## src/rtl/pfd_synth_core.sv

```systemverilog
module pfd_synth_core #(
  parameter int NW       = 16,
  parameter int RW       = 10,
  parameter int ASW      = 2,
  parameter int CW       = 4,
  parameter int LOCK_RUN = 16,
  parameter int LOCK_TOL = 2
) (
  input  logic          clk,
  input  logic          rst,
  input  logic          vco_in,
  input  logic          ref_in,
  input  logic [NW-1:0] n_ratio,
  input  logic [RW-1:0] r_ratio,
  input  logic [ASW-1:0] abl_sel,
  input  logic [CW-1:0] icp_code,
  output logic          up,
  output logic          dn,
  output logic [CW-1:0] icp_out,
  output logic          locked
);

  localparam int GW = $clog2(LOCK_RUN + 1);
  localparam int XW = $clog2(LOCK_TOL + 2);
  localparam logic [GW-1:0] RUN_LAST = GW'(LOCK_RUN - 1);
  localparam logic [XW-1:0] TOL_V    = XW'(LOCK_TOL);

  // input sampling: [0] newest, [1] previous
  logic [1:0] vs, rs;
  always_ff @(posedge clk) begin
    if (rst) begin
      vs <= '0;
      rs <= '0;
    end else begin
      vs <= {vs[0], vco_in};
      rs <= {rs[0], ref_in};
    end
  end

  wire v_edge = vs[0] & ~vs[1];
  wire r_edge = rs[0] & ~rs[1];

  // dividers: terminal count is the falling edge of the divided clock
  logic [NW-1:0] n_cnt, n_act;
  logic [RW-1:0] r_cnt, r_act;

  wire fv_evt = v_edge && (n_cnt == n_act - NW'(1));
  wire fr_evt = r_edge && (r_cnt == r_act - RW'(1));

  always_ff @(posedge clk) begin
    if (rst) begin
      n_cnt <= '0;
      n_act <= n_ratio;
    end else if (v_edge) begin
      if (fv_evt) begin
        n_cnt <= '0;
        n_act <= n_ratio;
      end else begin
        n_cnt <= n_cnt + NW'(1);
      end
    end
  end

  always_ff @(posedge clk) begin
    if (rst) begin
      r_cnt <= '0;
      r_act <= r_ratio;
    end else if (r_edge) begin
      if (fr_evt) begin
        r_cnt <= '0;
        r_act <= r_ratio;
      end else begin
        r_cnt <= r_cnt + RW'(1);
      end
    end
  end

  // detector with anti-backlash hold
  logic [ASW-1:0] abl_cnt;
  wire both = up & dn;
  wire clr  = both && (abl_cnt == abl_sel);

  always_ff @(posedge clk) begin
    if (rst) begin
      up      <= 1'b0;
      dn      <= 1'b0;
      abl_cnt <= '0;
    end else begin
      up      <= fv_evt | (up & ~clr);
      dn      <= fr_evt | (dn & ~clr);
      abl_cnt <= (both && !clr) ? abl_cnt + ASW'(1) : '0;
    end
  end

  // lock detector
  logic [XW-1:0] xw;
  logic [GW-1:0] good;
  wire excl = up ^ dn;

  always_ff @(posedge clk) begin
    if (rst) begin
      xw     <= '0;
      good   <= '0;
      locked <= 1'b0;
    end else begin
      if (clr)
        xw <= '0;
      else if (excl && xw <= TOL_V)
        xw <= xw + XW'(1);

      if (excl && xw >= TOL_V) begin
        locked <= 1'b0;
        good   <= '0;
      end else if (clr && xw <= TOL_V) begin
        if (good == RUN_LAST)
          locked <= 1'b1;
        else
          good <= good + GW'(1);
      end else if (clr) begin
        good <= '0;
      end
    end
  end

  always_ff @(posedge clk) begin
    if (rst) icp_out <= '0;
    else     icp_out <= icp_code;
  end

  AST_RATIO_RANGE: assert property (@(posedge clk) disable iff (rst)
    n_ratio >= NW'(240) && r_ratio >= RW'(2));
  AST_FV_SETS_UP: assert property (@(posedge clk) disable iff (rst)
    (!$past(rst) && $past(fv_evt)) |-> up);
  AST_CLR_TOGETHER: assert property (@(posedge clk) disable iff (rst)
    $fell(up) |-> (!dn || $past(fr_evt)));
  AST_ABL_BOUND: assert property (@(posedge clk) disable iff (rst)
    (up && dn) |-> abl_cnt <= abl_sel);
  AST_ICP_PASS: assert property (@(posedge clk) disable iff (rst)
    !$past(rst) |-> icp_out == $past(icp_code));
  AST_LOCK_RISE: assert property (@(posedge clk) disable iff (rst)
    $rose(locked) |-> $past(clr));
  AST_LOCK_DROP: assert property (@(posedge clk) disable iff (rst)
    $fell(locked) |-> ($past(up ^ dn) || $past(rst)));

endmodule

```

## config.mk

```make
export PLATFORM = sky130hd
export DESIGN_NAME = pfd_synth_core
export DESIGN_NICKNAME = d
export VERILOG_FILES = /design/src/rtl/pfd_synth_core.sv
export SDC_FILE = /design/constraint.sdc
export NUM_CORES = 1
export LEC_CHECK = 0
export BUFFER_PORTS_ARGS = -buffer_cell sky130_fd_sc_hd__buf_2
export CAP_MARGIN = 20
export CORE_ASPECT_RATIO = 0.9
export CORE_MARGIN = 2
export CORE_UTILIZATION = 52
export CTS_BUF_LIST = sky130_fd_sc_hd__clkbuf_4 sky130_fd_sc_hd__clkbuf_8
export DETAILED_ROUTE_END_ITERATION = 10
export GPL_ROUTABILITY_DRIVEN = 0
export PLACE_DENSITY = 0.72
export SLEW_MARGIN = 20
export SYNTH_ARGS = -nofsm -noshare
export SYNTH_HDL_FRONTEND = slang
export SYNTH_SLANG_ARGS = --single-unit
```

## constraint.sdc

```tcl
create_clock -name clk -period 6 [get_ports clk]
set_input_delay 0.6 -clock clk [delete_from_list [all_inputs] [get_ports clk]]
set_output_delay 0.6 -clock clk [all_outputs]
set_load 0.01 [all_outputs]
```

==> flow_summary.ini, run 1 <==
[timing]
finalMaxSlewViolations = 0
max-slew-margin-rel_pct = 39.5
worstMarginPinSlew_ns = 0.900
rsz0062_at_grt = false
fin_crit_ns = 3.93
max_freq_mhz = 255
hold_violations = 0
setup_viol = 0
fin_crit_sh_pct = 65.4
layout_setup_ws_ns = 2.07
fin_worst_skew_ns = 0.00512
tns_ns = 0

[clocking]
worstSkewPairLatency_ns = 0.34
cts_htree_levels = 3
cts_buffer_depth = 2
cts_made_buffers = 9
clk_pin_slew_worst_paths_ns = 0.07
ctsHoldBuffers = 0
clock_sinks = 72
cts.repair.resized = 0
cts_root_buf = clkbuf_8
post_cts.repair.setup_buffers = 0
cts_tree = yes

[logic_synthesis]
synth-edff-count = 26
synth_top_family_by_area = simple AND/OR/NAND/NOR gates
synth_compound_area_share_pct = 8.82
syn_inst = 367
netlist-cell-type-count = 53
synth-main-ff-cell = dfxtp_1
synth-simple-area-share_pct = 24.1
async_flop_share_pct = 0
synthAdderAreaFrac_pct = 3.06
yosysTopAreaCell = dfxtp_1
synth-xor-area-share_pct = 14.3
ys_seq_area_share_pct = 46.3
synth_area_leaders = dfxtp_1, edfxtp_1, xor2_1
avgSynthCellArea_um2 = 10.0
yosysWarnings = 0
synth_area_um2 = 3680
yosysTopAreaCellShare_pct = 25.1
syn_nets = 412
ys_ff_latch = 72
muxShareOfSynthArea_pct = 0.272

[place]
pre_cts_slack_ns = 2.06
dp_hpwl_mm = 5.15
dp.cells = 490
port_buffers = 42

[global_routing]
antenna_found_initial = 0
overflow = 0
track_usage_pct = 19.3
grt_pass1_vias = 2616
grt_pass1_wl_mm = 12.0
grt_start_max_net_pins = 32

[worst_setup_path]
r2r-end = n_act[8]
cp_slowest_stage_delay_ns = 0.84
crit_chain = or4_4 -> or4_4 -> xnor2_2 -> a2111oi_0 -> and4b_1 -> or2_2
worst_r2r_path_depth = 6
worst-path-max-fanout = 17
crit_path_start_kind = flop
endpoint_kind = flop
arrival_ns = 3.92
cpMostUsedCell = or4_4
reg2reg_from = n_act[3]
path_class = flop to flop
slowest_stage = and4b_1
reg2reg_slack_ns = 2.07
cp.required_ns = 6.00

[drt]
drt_iter0_drc = 140
wirelength_mm = 7.02
routed_via_density = 5.42
vias = 2744
firstDrtPassIters = 4
post_drt_wl_per_cell_um = 13.9
drc_errors = 0
antenna_left = 0

[finish]
finish.utilization_pct = 58.9
area_growth_pct = 11.6
drive_gt1_share_pct = 17.9
antenna_cells = 0
final_nets = 453
instances_no_fill = 506
mostFrequentLayoutCells = dfxtp_1, buf_2, nor2_1
fillers = 630
final_common_cell = dfxtp_1

[hold_path]
min_to = r_act[6]
hp-class = input port to flop
hp-start = r_ratio[6]
whs_path_depth = 1

[floorplan]
die_h_um = 83.8
num_rows = 29
pin_count = 43
initial_utilization_pct = 52.8
design.die.area_um2 = 7760
core_area_um2 = 6970
fp.dieW_um = 92.6

[power_and_ir_drop]
ir_drop_mv = 0.151
p_per_area_nw_per_um2 = 236
p_leak_nw = 1.56

[flow_run]
drv_cap = 0

[run_status]
status = completed
-- state kept, by name (all words and copies together), names as in the netlist, 2 cells and up --
signal and count:
n_cnt 16, n_act 16, good 5, xw 2, vs 2, abl_cnt 2, icp_out 4, r_act 10
r_cnt 10, rs 2
-- per-stage QoR --
step           total power, mW  hold WS (ns)  cell area (um^2)
4_1_cts                  0.977         0.419              4100
5_1_grt                   1.01         0.424              4100
6_report                 0.966         0.434              4100
3_5_place_dp             0.640         0.455              3930
2_1_floorplan            0.610         0.430              3680
3_3_place_gp             0.637         0.441              3930
-- synth_stat cells, drive strengths merged, types with 4 or more instances --
cell    count
a21oi      17
nor2b      15
a211oi      5
dfxtp      46
nor4        5
ha          9
nor2       33
clkbuf      7
o21ai       6
nand2b      4
nor3       28
inv        13
buf         5
nand3      12
or3         4
nand2      15
xor2       31
nand4      11
and3        6
edfxtp     26
xnor2      28
-- worst max path at each step --
stage,slack [ns],startpoint,endpoint
4_1_cts,2.06,n_act[3],n_act[8]
2_1_floorplan,3.05,n_act[3],n_act[0]
3_5_place_dp,2.06,n_act[3],n_act[1]
5_1_grt,1.91,n_act[3],n_act[8]
6_report,2.07,n_act[3],n_act[8]
3_3_place_gp,2.15,n_act[3],n_act[2]
-- layout make-up --
type | count | area [um^2] | share of cell area [%]
multi-input cells | 270 | 1860 | 45.2
flip-flops and latches | 72 | 1700 | 41.5
repair buffers | 42 | 210 | 5.12
clock buffers | 14 | 161 | 3.93
well taps | 93 | 116 | 2.84
inverters | 13 | 48.8 | 1.19
clock inverters | 2 | 8.76 | 0.213
-- worst max-delay path, delay by kind of cell, from the launching register on --
| family | cells | cell delay [ns] |
|---|---|---|
| AO/OA/AOI/OAI | 1 | 0.50 |
| AND/OR/NAND/NOR | 4 | 2.44 |
| flip-flops | 1 | 0.48 |
| XOR/XNOR | 1 | 0.15 |
-- power breakdown --
part           switching, mW  internal (mW)  total, mW
Sequential            0.0187          0.526      0.545
Clock                  0.166          0.172      0.338
Combinational         0.0443         0.0390     0.0832
-- cell families (layout without fill, tap and decap cells) --
kind of cell / after synthesis / after routing
compound gates: 49 / 49
fa+ha+maj: 9 / 9
flops: 72 / 72
buf+inv: 25 / 71
simple gates: 152 / 152
mux: 1 / 1
xor+xnor: 59 / 59
-- layer usage --
metal	vias to the layer above	wire [um]	GRT usage [%]
li1	1400	-	-
met1	1269	3410	27.3
met2	67	3180	29.8
met3	8	340	3.43
met4	0	92	6.82
met5	-	0	0
Note: power is estimated with default switching activity, not from simulation.
==> run 2, diff against run 1 <==
--- a/config.mk
+++ b/config.mk
@@ -5,6 +5,7 @@
 export SDC_FILE = /design/constraint.sdc
 export NUM_CORES = 1
 export LEC_CHECK = 0
+export ABC_AREA = 1
 export BUFFER_PORTS_ARGS = -buffer_cell sky130_fd_sc_hd__buf_2
 export CAP_MARGIN = 20
 export CORE_ASPECT_RATIO = 0.9
==> constraint.sdc (replaced) <==
create_clock -name clk -period 3.8 [get_ports clk]
set_input_delay 0.38 -clock clk [delete_from_list [all_inputs] [get_ports clk]]
set_output_delay 0.38 -clock clk [all_outputs]
set_load 0.01 [all_outputs]
==> flow_summary.ini, run 2 <==
[run_status]
status = completed

[drt]
antenna_left = 0
firstDrtPassIters = 4
routed_via_density = 4.79
wirelength_mm = 6.85
drt_iter0_drc = 76
drc_errors = 0
vias = 3029
post_drt_wl_per_cell_um = 10.8

[clocking]
clock_sinks = 72
cts_made_buffers = 9
ctsHoldBuffers = 0
cts_htree_levels = 3
clk_pin_slew_worst_paths_ns = 0.08
cts_root_buf = clkbuf_8
cts.repair.resized = 0
worstSkewPairLatency_ns = 0.35
cts_buffer_depth = 2
cts_tree = yes
post_cts.repair.setup_buffers = 0

[global_routing]
grt_start_max_net_pins = 32
track_usage_pct = 19.2
antenna_found_initial = 0
overflow = 0
grt_pass1_wl_mm = 12.2
grt_pass1_vias = 2885

[worst_setup_path]
path_delay_family = simple AND/OR/NAND/NOR gates
reg2reg_slack_ns = 1.46
cp_slowest_stage_delay_ns = 0.40
critPathBufInv = 1
slowest_stage = edfxtp_1
critPathCapture = n_act[11]
path_class = flop to flop
reg2reg_from = n_act[0]
endpoint_kind = flop
worst_r2r_path_depth = 10
cpMostUsedCell = nand2_1
crit_start = n_act[0]
arrival_ns = 2.34
r2r-end = n_act[11]
cp.required_ns = 3.79
crit_chain = inv_1 -> ha_1 -> nand2_2 -> nor2_4 -> nand2_1 -> xor2_1 -> nand2_1 -> nor2_1 -> nand3_2 -> nand2_4
crit_path_start_kind = flop
crit_cells = 10
worst-path-max-fanout = 31

[timing]
finalMaxSlewViolations = 0
max-slew-margin-rel_pct = 70.4
hold_slack_ns = 0.201
fin_crit_sh_pct = 61.6
max_freq_mhz = 427
layout_setup_ws_ns = 1.46
setup_viol = 0
hold_violations = 0
worstMarginPinSlew_ns = 0.443
fin_worst_skew_ns = 0.00734
tns_ns = 0
fin_crit_ns = 2.34
rsz0062_at_grt = false

[logic_synthesis]
syn_nets = 529
yosysTopAreaCell = dfxtp_1
yosysWarnings = 0
synth_common_cells = nand2_1, inv_1, nor2_1
ys_ff_latch = 72
ys_seq_area_share_pct = 45.3
synth_area_leaders = dfxtp_1, edfxtp_1, nand2_1
synth_area_um2 = 3750
synth-edff-count = 26
yosysTopAreaCellShare_pct = 24.5
netlist-cell-type-count = 28
syn_inst = 484
post-synth-top-count-cell = nand2_1
async_flop_share_pct = 0
avgSynthCellArea_um2 = 7.76
synth-main-ff-cell = dfxtp_1

[floorplan]
die_h_um = 84.6
design.die.area_um2 = 7910
pin_count = 43
initial_utilization_pct = 53.3
fp.dieW_um = 93.6
num_rows = 29
core_area_um2 = 7040

[finish]
final_common_cell = nand2_1
seq_area_um2 = 1700
drive_gt1_share_pct = 14.8
top_regs = n_act: 16 flops, n_cnt: 16 flops
antenna_cells = 0
final_nets = 580
multi_input_area_um2 = 1740
area_growth_pct = 13.5
fillers = 638
mostFrequentLayoutCells = nand2_1, inv_1, nor2_1

[hold_path]
whs_path_depth = 1
hp-class = input port to flop

[power_and_ir_drop]
p_leak_nw = 1.81
ir_drop_mv = 0.266
p_per_area_nw_per_um2 = 367
p_total_mw = 1.56

[place]
port_buffers = 42
dp_hpwl_mm = 5.17
pre_cts_slack_ns = 1.47

[flow_run]
drv_cap = 0
-- run 2: cell types whose count changed after synthesis, sizes merged, moves of 5 or more --
cell / previous run / this run
clkbuf: 7 / 1
nand2: 15 / 113
nor4: 5 / 0
a21oi: 17 / 5
nand3: 12 / 43
xor2: 31 / 23
xnor2: 28 / 21
inv: 13 / 77
nor3: 28 / 5
nor2b: 15 / 0
and3: 6 / 0
nor2: 33 / 91
nand4: 11 / 5
-- run 2: layer usage --
metal / track usage, % / part of all wire (%) / wire, um / vias to the layer above
li1: - / - / - / 1606
met1: 24.0 / 46 / 3150 / 1362
met2: 31.6 / 48 / 3310 / 53
met3: 6.91 / 4.9 / 336 / 8
met4: 5.14 / 0.90 / 62 / 0
met5: 0 / 0 / 0 / -
-- run 2: worst register-to-register path: stages (launching register included) --
cell and delay, ns:
edfxtp_1 0.40, inv_1 0.14, ha_1 0.26, nand2_2 0.11, nor2_4 0.15, nand2_1 0.08
xor2_1 0.14, nand2_1 0.07, nor2_1 0.11, nand3_2 0.14, nand2_4 0.37
-- run 2: per-stage QoR --
stage               utilization, %  std cells  cell area [um^2]
finish                        60.5        633              4260
floorplan                        -        484              3750
global placement              57.7        617              4060
detailed placement            57.7        617              4060
global route                  60.5        633              4260
CTS                           60.5        633              4260
-- run 2: worst min-delay path by stage --
stage / start / end
2_1_floorplan: rs[0] / rs[1]
3_3_place_gp: rs[0] / rs[1]
3_5_place_dp: rs[0] / rs[1]
4_1_cts: r_ratio[8] / r_act[8]
5_1_grt: r_ratio[8] / r_act[8]
6_report: r_ratio[2] / r_act[2]
-- run 2: layout make-up --
type,count,share of cell area [%]
Multi-Input combinational cell,332,40.9
Sequential cell,72,39.9
Inverter,78,6.87
Timing Repair Buffer,42,4.93
Clock buffer,10,3.08
Tap cell,93,2.73
Clock inverter,6,1.59
-- run 2: cells by family after synthesis --
group	share of synthesized area, %
AO/OA/AOI/OAI	2.73
XOR/XNOR	10.3
adder cells (fa/ha/maj)	3.00
buffers and inverters	8.30
flip-flops	45.3
AND/OR/NAND/NOR	30.4
-- run 2: report_power, final --
group	internal (mW)	switching, mW
Clock	0.314	0.295
Sequential	0.823	0.0186
Combinational	0.0470	0.0650
Total	1.18	0.378
==> run 3, diff against run 2 <==
==> constraint.sdc (replaced) <==
create_clock -name clk -period 2.35 [get_ports clk]
set_input_delay 0.235 -clock clk [delete_from_list [all_inputs] [get_ports clk]]
set_output_delay 0.235 -clock clk [all_outputs]
set_load 0.01 [all_outputs]
==> flow_summary.ini, run 3 (synthesis gave the netlist of run 2 again) <==
[floorplan]
die_h_um = 84.6
design.die.area_um2 = 7910
initial_utilization_pct = 53.3
pin_count = 43
core_area_um2 = 7040
num_rows = 29
fp.dieW_um = 93.6

[finish]
area_growth_pct = 17.5
finish.utilization_pct = 62.6
antenna_cells = 0
final_common_cell = nand2_1
final_nets = 587
mostFrequentLayoutCells = nand2_1, inv_1, nor2_1
top_regs = n_act: 16 flops, n_cnt: 16 flops
drive_gt1_share_pct = 16.8

[clocking]
cts_htree_levels = 3
cts_made_buffers = 9
cts_tree = yes
cts_buffer_depth = 2
clk_pin_slew_worst_paths_ns = 0.08
worstSkewPairLatency_ns = 0.36
clock_sinks = 72
cts_root_buf = clkbuf_8

[power_and_ir_drop]
p_leak_nw = 1.87
p_per_area_nw_per_um2 = 627
ir_drop_mv = 0.485

[timing]
fin_crit_ns = 2.20
fin_crit_sh_pct = 93.8
fin_worst_skew_ns = 0.0132
setup_viol = 0
hold_slack_ns = 0.0471
max-slew-margin-rel_pct = 52.3
layout_setup_ws_ns = 0.146
worstMarginPinSlew_ns = 0.712
max_freq_mhz = 454
finalMaxSlewViolations = 0
tns_ns = 0
hold_violations = 0

[worst_setup_path]
cp.required_ns = 2.39
endpoint_kind = flop
cpMostUsedCell = nor2_1
worst-path-max-fanout = 6
worst_r2r_path_depth = 10
reg2reg_from = n_act[0]
slowest_stage = edfxtp_1
reg2reg_slack_ns = 0.15
crit_chain = inv_2 -> ha_2 -> xnor2_1 -> nor2_1 -> nand2_1 -> nor2_1 -> nand3_1 -> nor2_2 -> nand3_4 -> nand2_4
critPathCapture = n_act[12]
cp_slowest_stage_delay_ns = 0.41
arrival_ns = 2.25
r2r-end = n_act[12]
path_class = flop to flop
crit_start = n_act[0]
crit_path_start_kind = flop

[run_status]
status = completed

[drt]
drc_errors = 0
vias = 3082
wirelength_mm = 7.57
firstDrtPassIters = 4
routed_via_density = 4.82
post_drt_wl_per_cell_um = 11.8
drt_iter0_drc = 102
antenna_left = 0

[global_routing]
grt_pass1_vias = 2965
overflow = 0
track_usage_pct = 20.0
grt_pass1_wl_mm = 12.4
grt_start_max_net_pins = 27
antenna_found_initial = 0

[place]
pre_cts_slack_ns = 0.0653
dp_hpwl_mm = 5.25
port_buffers = 42

[hold_path]
hp-class = input port to flop

[flow_run]
drv_cap = 0
run 3: area by class of cell:
cell class / count / area [um^2]
Clock buffer: 10 / 131
Tap cell: 93 / 116
Inverter: 78 / 293
Sequential cell: 72 / 1700
Timing Repair Buffer: 46 / 240
Multi-Input combinational cell: 335 / 1810
Clock inverter: 6 / 115
Fill cell: 591 / 2630
run 3: power by group:
group,switching [mW],internal (mW)
sequential,0.0301,1.33
clock,0.483,0.722
combinational,0.116,0.0821
total,0.629,2.13
run 3: critical path: cells and delay by family (launching register included):
kind / cells / cell delay, ns
buf+inv: 1 / 0.11
fa+ha+maj: 1 / 0.28
flops: 1 / 0.41
simple gates: 7 / 0.96
xor+xnor: 1 / 0.13
run 3: what timing repair did:
action	in CTS	in global routing
hold buffers	0	0
resized for setup	0	9
setup buffers	0	1
setup endpoints to repair	0	45
run 3: how the worst min path moves through the flow:
stage,startpoint,end,cells after the start
after floorplan,n_ratio[0],n_act[0],0
after global placement,rs[0],rs[1],2
after detailed placement,n_ratio[8],n_act[8],1
after CTS,r_ratio[7],r_act[7],1
after global routing,r_ratio[0],r_act[0],1
final,n_ratio[13],n_act[13],1
run 3: routing by layer:
metal / track usage, % / vias to the layer above / part of all wire [%]
li1: - / 1620 / -
met1: 23.9 / 1391 / 45
met2: 33.6 / 54 / 48
met3: 5.48 / 17 / 4.2
met4: 8.96 / 0 / 2.8
met5: 0 / - / 0
run 3: stage by stage:
stage	total power [mW]	instances	area [um^2]
floorplan	1.51	484	3750
global route	2.88	640	4410
CTS	2.78	636	4330
global placement	1.57	620	4080
detailed placement	1.57	620	4080
finish	2.76	640	4410
